File: src/rtl/alu_pkg.sv
package alu_pkg;

  localparam logic [3:0] OP_ADD  = 4'b0000;
  localparam logic [3:0] OP_SUB  = 4'b0001;
  localparam logic [3:0] OP_CMP  = 4'b0010;
  localparam logic [3:0] OP_AND  = 4'b0100;
  localparam logic [3:0] OP_OR   = 4'b0101;
  localparam logic [3:0] OP_XOR  = 4'b0110;
  localparam logic [3:0] OP_TEST = 4'b0111;
  localparam logic [3:0] OP_ASL  = 4'b1000;
  localparam logic [3:0] OP_ASR  = 4'b1001;
  localparam logic [3:0] OP_SHL  = 4'b1010;
  localparam logic [3:0] OP_SHR  = 4'b1011;

  typedef enum logic [1:0] {
    UNIT_ADD   = 2'd0,
    UNIT_LOGIC = 2'd1,
    UNIT_SHIFT = 2'd2,
    UNIT_NONE  = 2'd3
  } unit_e;

  typedef struct packed {
    unit_e      unitSel;
    logic       subtract;
    logic [1:0] logicFn;
    logic       shiftRight;
    logic       fillCarry;
    logic       wrEn;
    logic       flagEn;
  } ctrl_s;

endpackage

File: src/rtl/alu_shifter.sv
module alu_shifter #(
  parameter int DATA_W = 16
) (
  input  logic [DATA_W-1:0] din,
  input  logic              shiftRight,
  input  logic              fillCarry,
  input  logic              carryIn,
  output logic [DATA_W-1:0] dout,
  output logic              cout
);
  localparam int MSB = DATA_W - 1;

  logic bubble;
  logic [DATA_W-1:0] leftVal;
  logic [DATA_W-1:0] rightVal;

  assign bubble = fillCarry ? carryIn : 1'b0;

  // fixed one-position wiring in each direction
  genvar i;
  generate
    for (i = 1; i < DATA_W; i++) begin : g_wire
      assign leftVal[i]    = din[i-1];
      assign rightVal[i-1] = din[i];
    end
  endgenerate
  assign leftVal[0]    = bubble;
  assign rightVal[MSB] = bubble;

  always_comb begin
    if (shiftRight) begin
      dout = rightVal;
      cout = din[0];
    end else begin
      dout = leftVal;
      cout = din[MSB];
    end
  end
endmodule

File: src/rtl/alu_ctrl.sv
module alu_ctrl
  import alu_pkg::*;
(
  input  logic       clk,
  input  logic       rst,
  input  logic [3:0] opSel,
  output ctrl_s      strobes
);
  always_comb begin
    strobes.unitSel    = UNIT_NONE;
    strobes.subtract   = 1'b0;
    strobes.logicFn    = 2'b00;
    strobes.shiftRight = 1'b0;
    strobes.fillCarry  = 1'b0;
    strobes.wrEn       = 1'b0;
    strobes.flagEn     = 1'b0;
    case (opSel)
      OP_ADD, OP_SUB, OP_CMP: begin
        strobes.unitSel  = UNIT_ADD;
        strobes.subtract = (opSel != OP_ADD);
        strobes.wrEn     = (opSel != OP_CMP);
        strobes.flagEn   = 1'b1;
      end
      OP_AND, OP_OR, OP_XOR, OP_TEST: begin
        strobes.unitSel = UNIT_LOGIC;
        strobes.logicFn = (opSel == OP_TEST) ? 2'b00 : opSel[1:0];
        strobes.wrEn    = (opSel != OP_TEST);
        strobes.flagEn  = (opSel == OP_AND) || (opSel == OP_TEST);
      end
      OP_ASL, OP_ASR, OP_SHL, OP_SHR: begin
        strobes.unitSel    = UNIT_SHIFT;
        strobes.shiftRight = opSel[0];
        strobes.fillCarry  = opSel[1];
        strobes.wrEn       = 1'b1;
        strobes.flagEn     = 1'b1;
      end
      default: ;
    endcase
  end

  // compare and test never write the destination but do touch flags
  a_r7_no_write: assert property (@(posedge clk) disable iff (rst)
    ((opSel == OP_CMP) || (opSel == OP_TEST)) |-> (!strobes.wrEn && strobes.flagEn));

  // reserved codes neither write nor update flags
  a_r11_reserved_idle: assert property (@(posedge clk) disable iff (rst)
    (strobes.unitSel == UNIT_NONE) |-> (!strobes.wrEn && !strobes.flagEn));
endmodule

File: src/rtl/alu_datapath.sv
module alu_datapath
  import alu_pkg::*;
#(
  parameter int DATA_W = 16
) (
  input  logic              clk,
  input  logic              rst,
  input  ctrl_s             strobes,
  input  logic [DATA_W-1:0] opA,
  input  logic [DATA_W-1:0] opB,
  input  logic              carryIn,
  input  logic              flagUpd,
  output logic [DATA_W-1:0] result,
  output logic [4:0]        flags
);
  localparam int MSB = DATA_W - 1;
  localparam int FZ = 4, FC = 3, FO = 2, FP = 1, FN = 0;

  // adder / subtractor
  logic [DATA_W-1:0] addB;
  logic [DATA_W-1:0] sum;
  logic              addCarry;
  logic              addOvf;

  assign addB = strobes.subtract ? ~opB : opB;
  assign {addCarry, sum} = {1'b0, opA} + {1'b0, addB} + {{DATA_W{1'b0}}, strobes.subtract};
  assign addOvf = (opA[MSB] == addB[MSB]) && (sum[MSB] != opA[MSB]);

  // boolean gate arrays
  logic [DATA_W-1:0] logicRes;
  always_comb begin
    case (strobes.logicFn)
      2'b01:   logicRes = opA | opB;
      2'b10:   logicRes = opA ^ opB;
      default: logicRes = opA & opB;
    endcase
  end

  // shifter
  logic [DATA_W-1:0] shiftRes;
  logic              shiftCarry;

  alu_shifter #(.DATA_W(DATA_W)) u_shift (
    .din        (opA),
    .shiftRight (strobes.shiftRight),
    .fillCarry  (strobes.fillCarry),
    .carryIn    (carryIn),
    .dout       (shiftRes),
    .cout       (shiftCarry)
  );

  // result and carry-source selection
  logic carryNext;
  logic ovfNext;
  always_comb begin
    case (strobes.unitSel)
      UNIT_ADD: begin
        result    = sum;
        carryNext = addCarry;
        ovfNext   = addOvf;
      end
      UNIT_LOGIC: begin
        result    = logicRes;
        carryNext = 1'b0;
        ovfNext   = 1'b0;
      end
      UNIT_SHIFT: begin
        result    = shiftRes;
        carryNext = shiftCarry;
        ovfNext   = 1'b0;
      end
      default: begin
        result    = '0;
        carryNext = 1'b0;
        ovfNext   = 1'b0;
      end
    endcase
  end

  logic [4:0] flagNext;
  logic       isZero;
  assign isZero = (result == '0);
  always_comb begin
    flagNext[FZ] = isZero;
    flagNext[FC] = carryNext;
    flagNext[FO] = ovfNext;
    flagNext[FP] = !isZero && !result[MSB];
    flagNext[FN] = result[MSB];
  end

  always_ff @(posedge clk) begin
    if (rst)
      flags <= '0;
    else if (flagUpd && strobes.flagEn)
      flags <= flagNext;
  end

  // reset clears every flag on the following cycle
  a_r10_reset_clear: assert property (@(posedge clk)
    rst |=> (flags == 5'b00000));

  // without the strobe the flags do not move
  a_r10_hold: assert property (@(posedge clk) disable iff (rst)
    !flagUpd |=> $stable(flags));

  // zero, positive and negative are mutually exclusive
  a_r9_sign_exclusive: assert property (@(posedge clk) disable iff (rst)
    $onehot0({flags[FZ], flags[FP], flags[FN]}));

  // logic and shift operations leave overflow clear
  a_r9_no_overflow: assert property (@(posedge clk) disable iff (rst)
    (flagUpd && strobes.flagEn && (strobes.unitSel != UNIT_ADD)) |=> !flags[FO]);

  // zero-fill left shift puts 0 in bit 0
  a_r4_zero_fill: assert property (@(posedge clk) disable iff (rst)
    ((strobes.unitSel == UNIT_SHIFT) && !strobes.shiftRight && !strobes.fillCarry)
      |-> (result[0] == 1'b0));
endmodule

File: src/rtl/alu_core.sv
module alu_core
  import alu_pkg::*;
#(
  parameter int DATA_W = 16
) (
  input  logic              clk,
  input  logic              rst,
  input  logic [DATA_W-1:0] opA,
  input  logic [DATA_W-1:0] opB,
  input  logic [3:0]        opSel,
  input  logic              carryIn,
  input  logic              flagUpd,
  output logic [DATA_W-1:0] result,
  output logic              wrEn,
  output logic              flagZ,
  output logic              flagC,
  output logic              flagO,
  output logic              flagP,
  output logic              flagN
);
  ctrl_s      strobes;
  logic [4:0] flags;

  alu_ctrl u_ctrl (
    .clk     (clk),
    .rst     (rst),
    .opSel   (opSel),
    .strobes (strobes)
  );

  alu_datapath #(.DATA_W(DATA_W)) u_dp (
    .clk     (clk),
    .rst     (rst),
    .strobes (strobes),
    .opA     (opA),
    .opB     (opB),
    .carryIn (carryIn),
    .flagUpd (flagUpd),
    .result  (result),
    .flags   (flags)
  );

  assign wrEn = strobes.wrEn;
  assign {flagZ, flagC, flagO, flagP, flagN} = flags;
endmodule

File: config.mk
export PLATFORM = sky130hd
export DESIGN_NAME = alu_core
export DESIGN_NICKNAME = d
export VERILOG_FILES = /design/src/rtl/alu_pkg.sv /design/src/rtl/alu_shifter.sv /design/src/rtl/alu_ctrl.sv /design/src/rtl/alu_datapath.sv /design/src/rtl/alu_core.sv
export SDC_FILE = /design/constraint.sdc
export NUM_CORES = 1
export LEC_CHECK = 0
export BUFFER_PORTS_ARGS = -buffer_cell sky130_fd_sc_hd__clkbuf_2
export CAP_MARGIN = 20
export CORE_UTILIZATION = 50
export DETAILED_ROUTE_END_ITERATION = 6
export GPL_TIMING_DRIVEN = 0
export PLACE_DENSITY = 0.82
export SKIP_CTS_REPAIR_TIMING = 1
export SYNTH_ARGS = -nofsm -noshare
export SYNTH_HDL_FRONTEND = slang
export SYNTH_SLANG_ARGS = --single-unit
export TNS_END_PERCENT = 5
File: constraint.sdc
create_clock -name clk -period 6.75 [get_ports clk]
set_input_delay 1.35 -clock clk [delete_from_list [all_inputs] [get_ports clk]]
set_output_delay 1.35 -clock clk [all_outputs]
set_load 0.01 [all_outputs]
After elaboration in Yosys (flattened, before gate mapping)
Cells that the tools add are included.
Operators by class
  add/subtract/negate cells: 2
  divide/modulo/power cells: 0
  equal/unequal tests: 18
  reductions and logical operators: 13
  multiplexer cells: 14
  bitwise logic cells: 4
  magnitude comparators: 0
  multipliers: 0
  shifts and indexed selects: 0
Operator list (count)
  $pmux 16 s3: 1
  $mux 16: 2
  $pmux 16 s2: 1
  $add 16x16->17: 1
  $add 17x1->17: 1
  $and 16x16->16: 1
  $eq 4x3->1 const B: 4
  $eq 4x4->1 const B: 4
  $logic_not 16->1: 1
  $not 16->16: 1
  $or 16x16->16: 1
  $xor 16x16->16: 1
  $pmux 2 s3: 2
  $reduce_or 4->1: 2
  $mux 2: 3
  $eq 2x1->1 const B: 2
  $eq 2x2->1 const B: 2
  $eq 4x1->1 const B: 1
  $eq 4x2->1 const B: 1
  $logic_not 4->1: 1
  $mux 1: 4
  $ne 4x2->1 const B: 1
  $ne 4x3->1 const B: 1
  $reduce_bool 4->1: 1
  other kinds (8): 11
Storage, ports and cells
  bits in latches: 0
  logic and storage cells: 52
  bits in writable memories: 0
  memories: 0
  register bits after elaboration: 5
  ROM bits: 0

Longest topological paths before layout
  word-level depth: 10
  gate-level depth with buffers: 17

By module
Synthesis repeated with hierarchy kept, for this count alone.
Unflattened totals
  cell total of the unflattened synthesis: 397
  area, all modules: 2962.8 um^2
Modules (own cells, without submodules)
  alu_datapath: cells an instance 354, area each 2583.7 um^2, times used 1
  alu_shifter: cells an instance 23, area each 249.0 um^2, times used 1
  alu_ctrl: cells an instance 20, area each 130.1 um^2, times used 1

Least setup slack after synthesis
OpenSTA, ideal clock, no wires.
  path kind: input port to output port
  start: in opSel[2]
  end: out result[15]
  stages on the path: 13
  path buffers: 2
  arrival: 4.230 ns
  slack: 1.170 ns
  data required time: 5.400 ns
  path through: inv_1 ha_1 nand2_1 clkbuf_1 xnor2_1 ha_1 and3_1 o211ai_2 a2111oi_4 nor3_1 nand2b_1 a211o_1 buf_4
Between the ends
  word-level cells in the longest chain between the ends: 7
  elaborated cells between the ends (all ways): 32
  those cells by class: add/sub (2); eq/ne (14); mux (10); reduce/logical (6)
RTL lines
  start, declared: RTL line alu_core.sv:10  | input logic [3:0] opSel,
  $eq 4x1->1, or another cell as far along: RTL line alu_ctrl.sv:17  | case (opSel)
  $reduce_or 3->1: RTL line alu_ctrl.sv:17
  $mux 1: RTL line alu_ctrl.sv:17
  $mux 16: RTL line alu_datapath.sv:25  | assign addB = strobes.subtract ? ~opB : opB;
  $add 16x16->17: RTL line alu_datapath.sv:26  | assign {addCarry, sum} = {1'b0, opA} + {1'b0, addB} + {{DATA_W{1'b0}}, strobes.subtract};
  $add 17x1->17: RTL line alu_datapath.sv:26
  $pmux 16 s3 *: RTL line alu_datapath.sv:56  | case (strobes.unitSel)
  end, declared: RTL line alu_core.sv:13  | output logic [DATA_W-1:0] result,
Every way passes the cells marked *; elsewhere a longest branch is shown, timed or not.

Worst setup path after layout
Same ends and word-level chain as after synthesis.

==> impl_metrics.yaml <==
outcome:
  outcome: "completed"
setup_path:
  cpPeakStageDelay_ns: 0.43
  crit_fanout: 10
  rrSetupSlack_ns: 6.11
  required_ns: 5.40
  crit_slowest_cell: "clkbuf_2"
  crit_arrival_ns: 4.91
  crit_chain: "clkbuf_2, inv_1, ha_1, nand2_1, clkbuf_2, xnor2_1, ha_1, nand2_1, o21ai_0, a21oi_1, a2111oi_4, nor3_1, nand2b_1, a211o_1, buf_4, clkbuf_2"
  end_kind: "output port"
  crit_buf_inv: 5
  critPathLaunchType: "primary input"
  cpMostUsedCell: "clkbuf_2"
  worst_path_dominant_cell_family: "compound AO/OA/AOI/OAI gates"
  critical_path_class: "primary input to output port"
finish:
  final-seq-area_um2: 100.1
  finalNonFillerCells: 544
  drive_above_1_share_pct: 16.67
  design_area_um2: 3228
  antenna_cells: 0
  largest_reg_flops: 5
  largestRegisters: "u_dp.flags: 5 flops"
  fillers: 490
  multi_input_area_um2: 2369
  fin_nets: 574
  area_growth_pct: 15.54
  largest-register: "u_dp.flags"
route:
  vias_per_cell: 5.963
  vias: 3244
  wl_met3_um: 467
  routedLengthMet1_um: 3635
  routed_wl_um: 8283
  wl_per_cell_um: 15.23
  topRoutingLayerUsed: "met4"
  drc: 0
  ant_nets: 0
  wl_met2_um: 3973
  drt_first_pass_iters: 5
  drt-initial-drc-count: 237
clock_network:
  cts_tree: "yes"
  cts_sinks: 5
  clock_latency_ns: 0.22
  cts_buffer_depth: 2
  ctsHtreeMaxLevel: 1
  numCtsBuffers: 3
  clkTransAtPathRegs_ns: 0.03
  cts_root_buf: "clkbuf_8"
timing:
  timing.final.crit_period_ns: 6.262
  timing.fmax_ghz: 0.1597
  fin_crit_sh_pct: 92.77
  maxSlewViolCount: 0
  setup_tns_ns: 0
  rsz0062_at_grt: "false"
  setup_viol: 0
  fin_skew_ns: 0
  tightest_slew_ns: 0.9533
  relSlewSlack_pct: 35.96
  fin_ws_ns: 0.4881
  finalHoldViolations: 0
die:
  num_io_pins: 62
  dieArea_um2: 5891
  placementRows: 26
  fp.dieH_um: 76.75
  die_w_um: 76.75
  initial_core_util_pct: 53.34
  core_area_um2: 5238
yosys:
  ys_ff_latch: 5
  syn_inst: 410
  synth_edf_count: 0
  synth_cell_types: 56
  synth_top_area_share_pct: 25.97
  synth_largest_area_cell: "ha_1"
  ys_top_cells_by_area: "ha_1 26%, nand2_1 8.7%, inv_1 7.9%, o21ai_0 7.2%, a22oi_1 7.0%"
  async_flop_share_pct: 0
  synthesis.nets: 509
  avgSynthCellArea_um2: 6.814
  yosys_warnings: 0
  synth_seq_area_share_pct: 3.583
  syn_area_um2: 2794
  ys.flop_type: "dfxtp_1"
grt:
  antenna_found_initial: 0
  grt_first_pass_wirelength_um: 14170
  grt_max_degree: 11
  grt_usage_pct: 28.92
  grt_pass1_vias: 3206
  grt_overflow: 0
placed_design:
  pre_cts_ws_ns: 0.1892
  dp_hpwl_um: 6615
  post_dp_cell_area_um2: 3182
  gp_congestion: 0.9434
  port_buffers: 60
  dp_cells: 540
pwr:
  peakVddDrop_mv: 0.07215
  p_sw_share_pct: 50.71
  internal_power_mw: 0.1873
  power.share.clock_pct: 14.9
  p_sw_mw: 0.1927
  power.density_nw_per_um2: 117.7
  p_comb_share_pct: 76.9
  leakage_nw: 1.667
  p_seq_share_pct: 8.3
worst_hold_path:
  hp-class: "flop to flop"
run:
  drv_cap: 0
-- cell usage after synthesis (all sizes together), types with 2 or more instances --
| master | n |
|---|---|
| inv | 59 |
| nand2b | 2 |
| nor4 | 2 |
| nand3 | 6 |
| nor3 | 4 |
| a22o | 3 |
| o31ai | 2 |
| a22oi | 26 |
| a211oi | 2 |
| buf | 9 |
| xor2 | 9 |
| or3 | 3 |
| o211ai | 3 |
| o21a | 2 |
| o22ai | 4 |
| o2bb2ai | 2 |
| o41ai | 2 |
| clkbuf | 13 |
| a222oi | 4 |
| nor3b | 2 |
| dfxtp | 5 |
| or2 | 2 |
| a31oi | 3 |
| ha | 58 |
| nor2 | 15 |
| a21oi | 20 |
| xnor2 | 19 |
| nand2 | 65 |
| or4 | 3 |
| a21o | 2 |
| o21ai | 42 |
| nor4b | 3 |
-- metal layers --
layer | GRT usage [%] | vias up
met5 | 0 | -
met4 | 14.81 | 0
met3 | 2.262 | 22
met2 | 48.75 | 147
met1 | 36.49 | 1518
li1 | - | 1557
-- through the flow --
stage | total power, mW | util, % | hold WS [ns]
after global placement | 0.3095 | 60.75 | 0.4423
after CTS | 0.3773 | 61.61 | 0.4680
after global routing | 0.4164 | 61.63 | 0.4951
final | 0.3800 | 61.63 | 0.4691
after detailed placement | 0.3182 | 60.75 | 0.4649
after floorplan | 0.2311 | - | 0.4700
-- cell type report --
type                            count  area share (%)
Buffer                             22           3.256
Clock buffer                        4           1.395
Inverter                           59           6.860
Multi-Input combinational cell    324           73.37
Sequential cell                     5           3.101
Tap cell                           70           2.713
Timing Repair Buffer               60           9.302
-- final timing paths --
check	startpoint	end	depth (start not counted)
worst max register to register	u_dp.flags[4]	u_dp.flags[4]	1
worst min-delay path	u_dp.flags[2]	u_dp.flags[2]	2
worst max-delay path	opSel[2]	result[15]	16
worst min register to register	u_dp.flags[2]	u_dp.flags[2]	2
-- logic make-up after synthesis --
family	after synthesis	synth area share [%]
and+or+nand+nor	112	19.39
adders and majority gates	59	26.69
muxes	1	0.3583
DFF	5	3.583
xor gates and xnor gates	28	8.778
buffers and inverters	81	11.64
AOI/OAI and AO/OA	124	29.56
-- cell usage in the layout, fill, tap and decap left out, drive strengths merged, types with 3 or more instances in the layout --
| cell type | count |
|---|---|
| xnor2 | 19 |
| dfxtp | 5 |
| o22ai | 4 |
| clkbuf | 77 |
| ha | 58 |
| nand3 | 6 |
| a21oi | 20 |
| o211ai | 3 |
| xor2 | 9 |
| a22o | 3 |
| a222oi | 4 |
| nor3 | 4 |
| o21ai | 42 |
| inv | 59 |
| nand2 | 65 |
| a22oi | 26 |
| nor2 | 15 |
| a31oi | 3 |
| or3 | 3 |
| buf | 9 |
| nor4b | 3 |
| or4 | 3 |
-- power by group through the flow --
stage / sequential, mW / clock (mW) / combinational [mW]
2_1_floorplan: 0.0324 / 0 / 0.199
3_3_place_gp: 0.0318 / 0 / 0.278
3_5_place_dp: 0.0319 / 0 / 0.286
4_1_cts: 0.0314 / 0.0584 / 0.287
5_1_grt: 0.0315 / 0.0617 / 0.323
6_report: 0.0314 / 0.0565 / 0.292
Power figures use the tool's default switching activity.
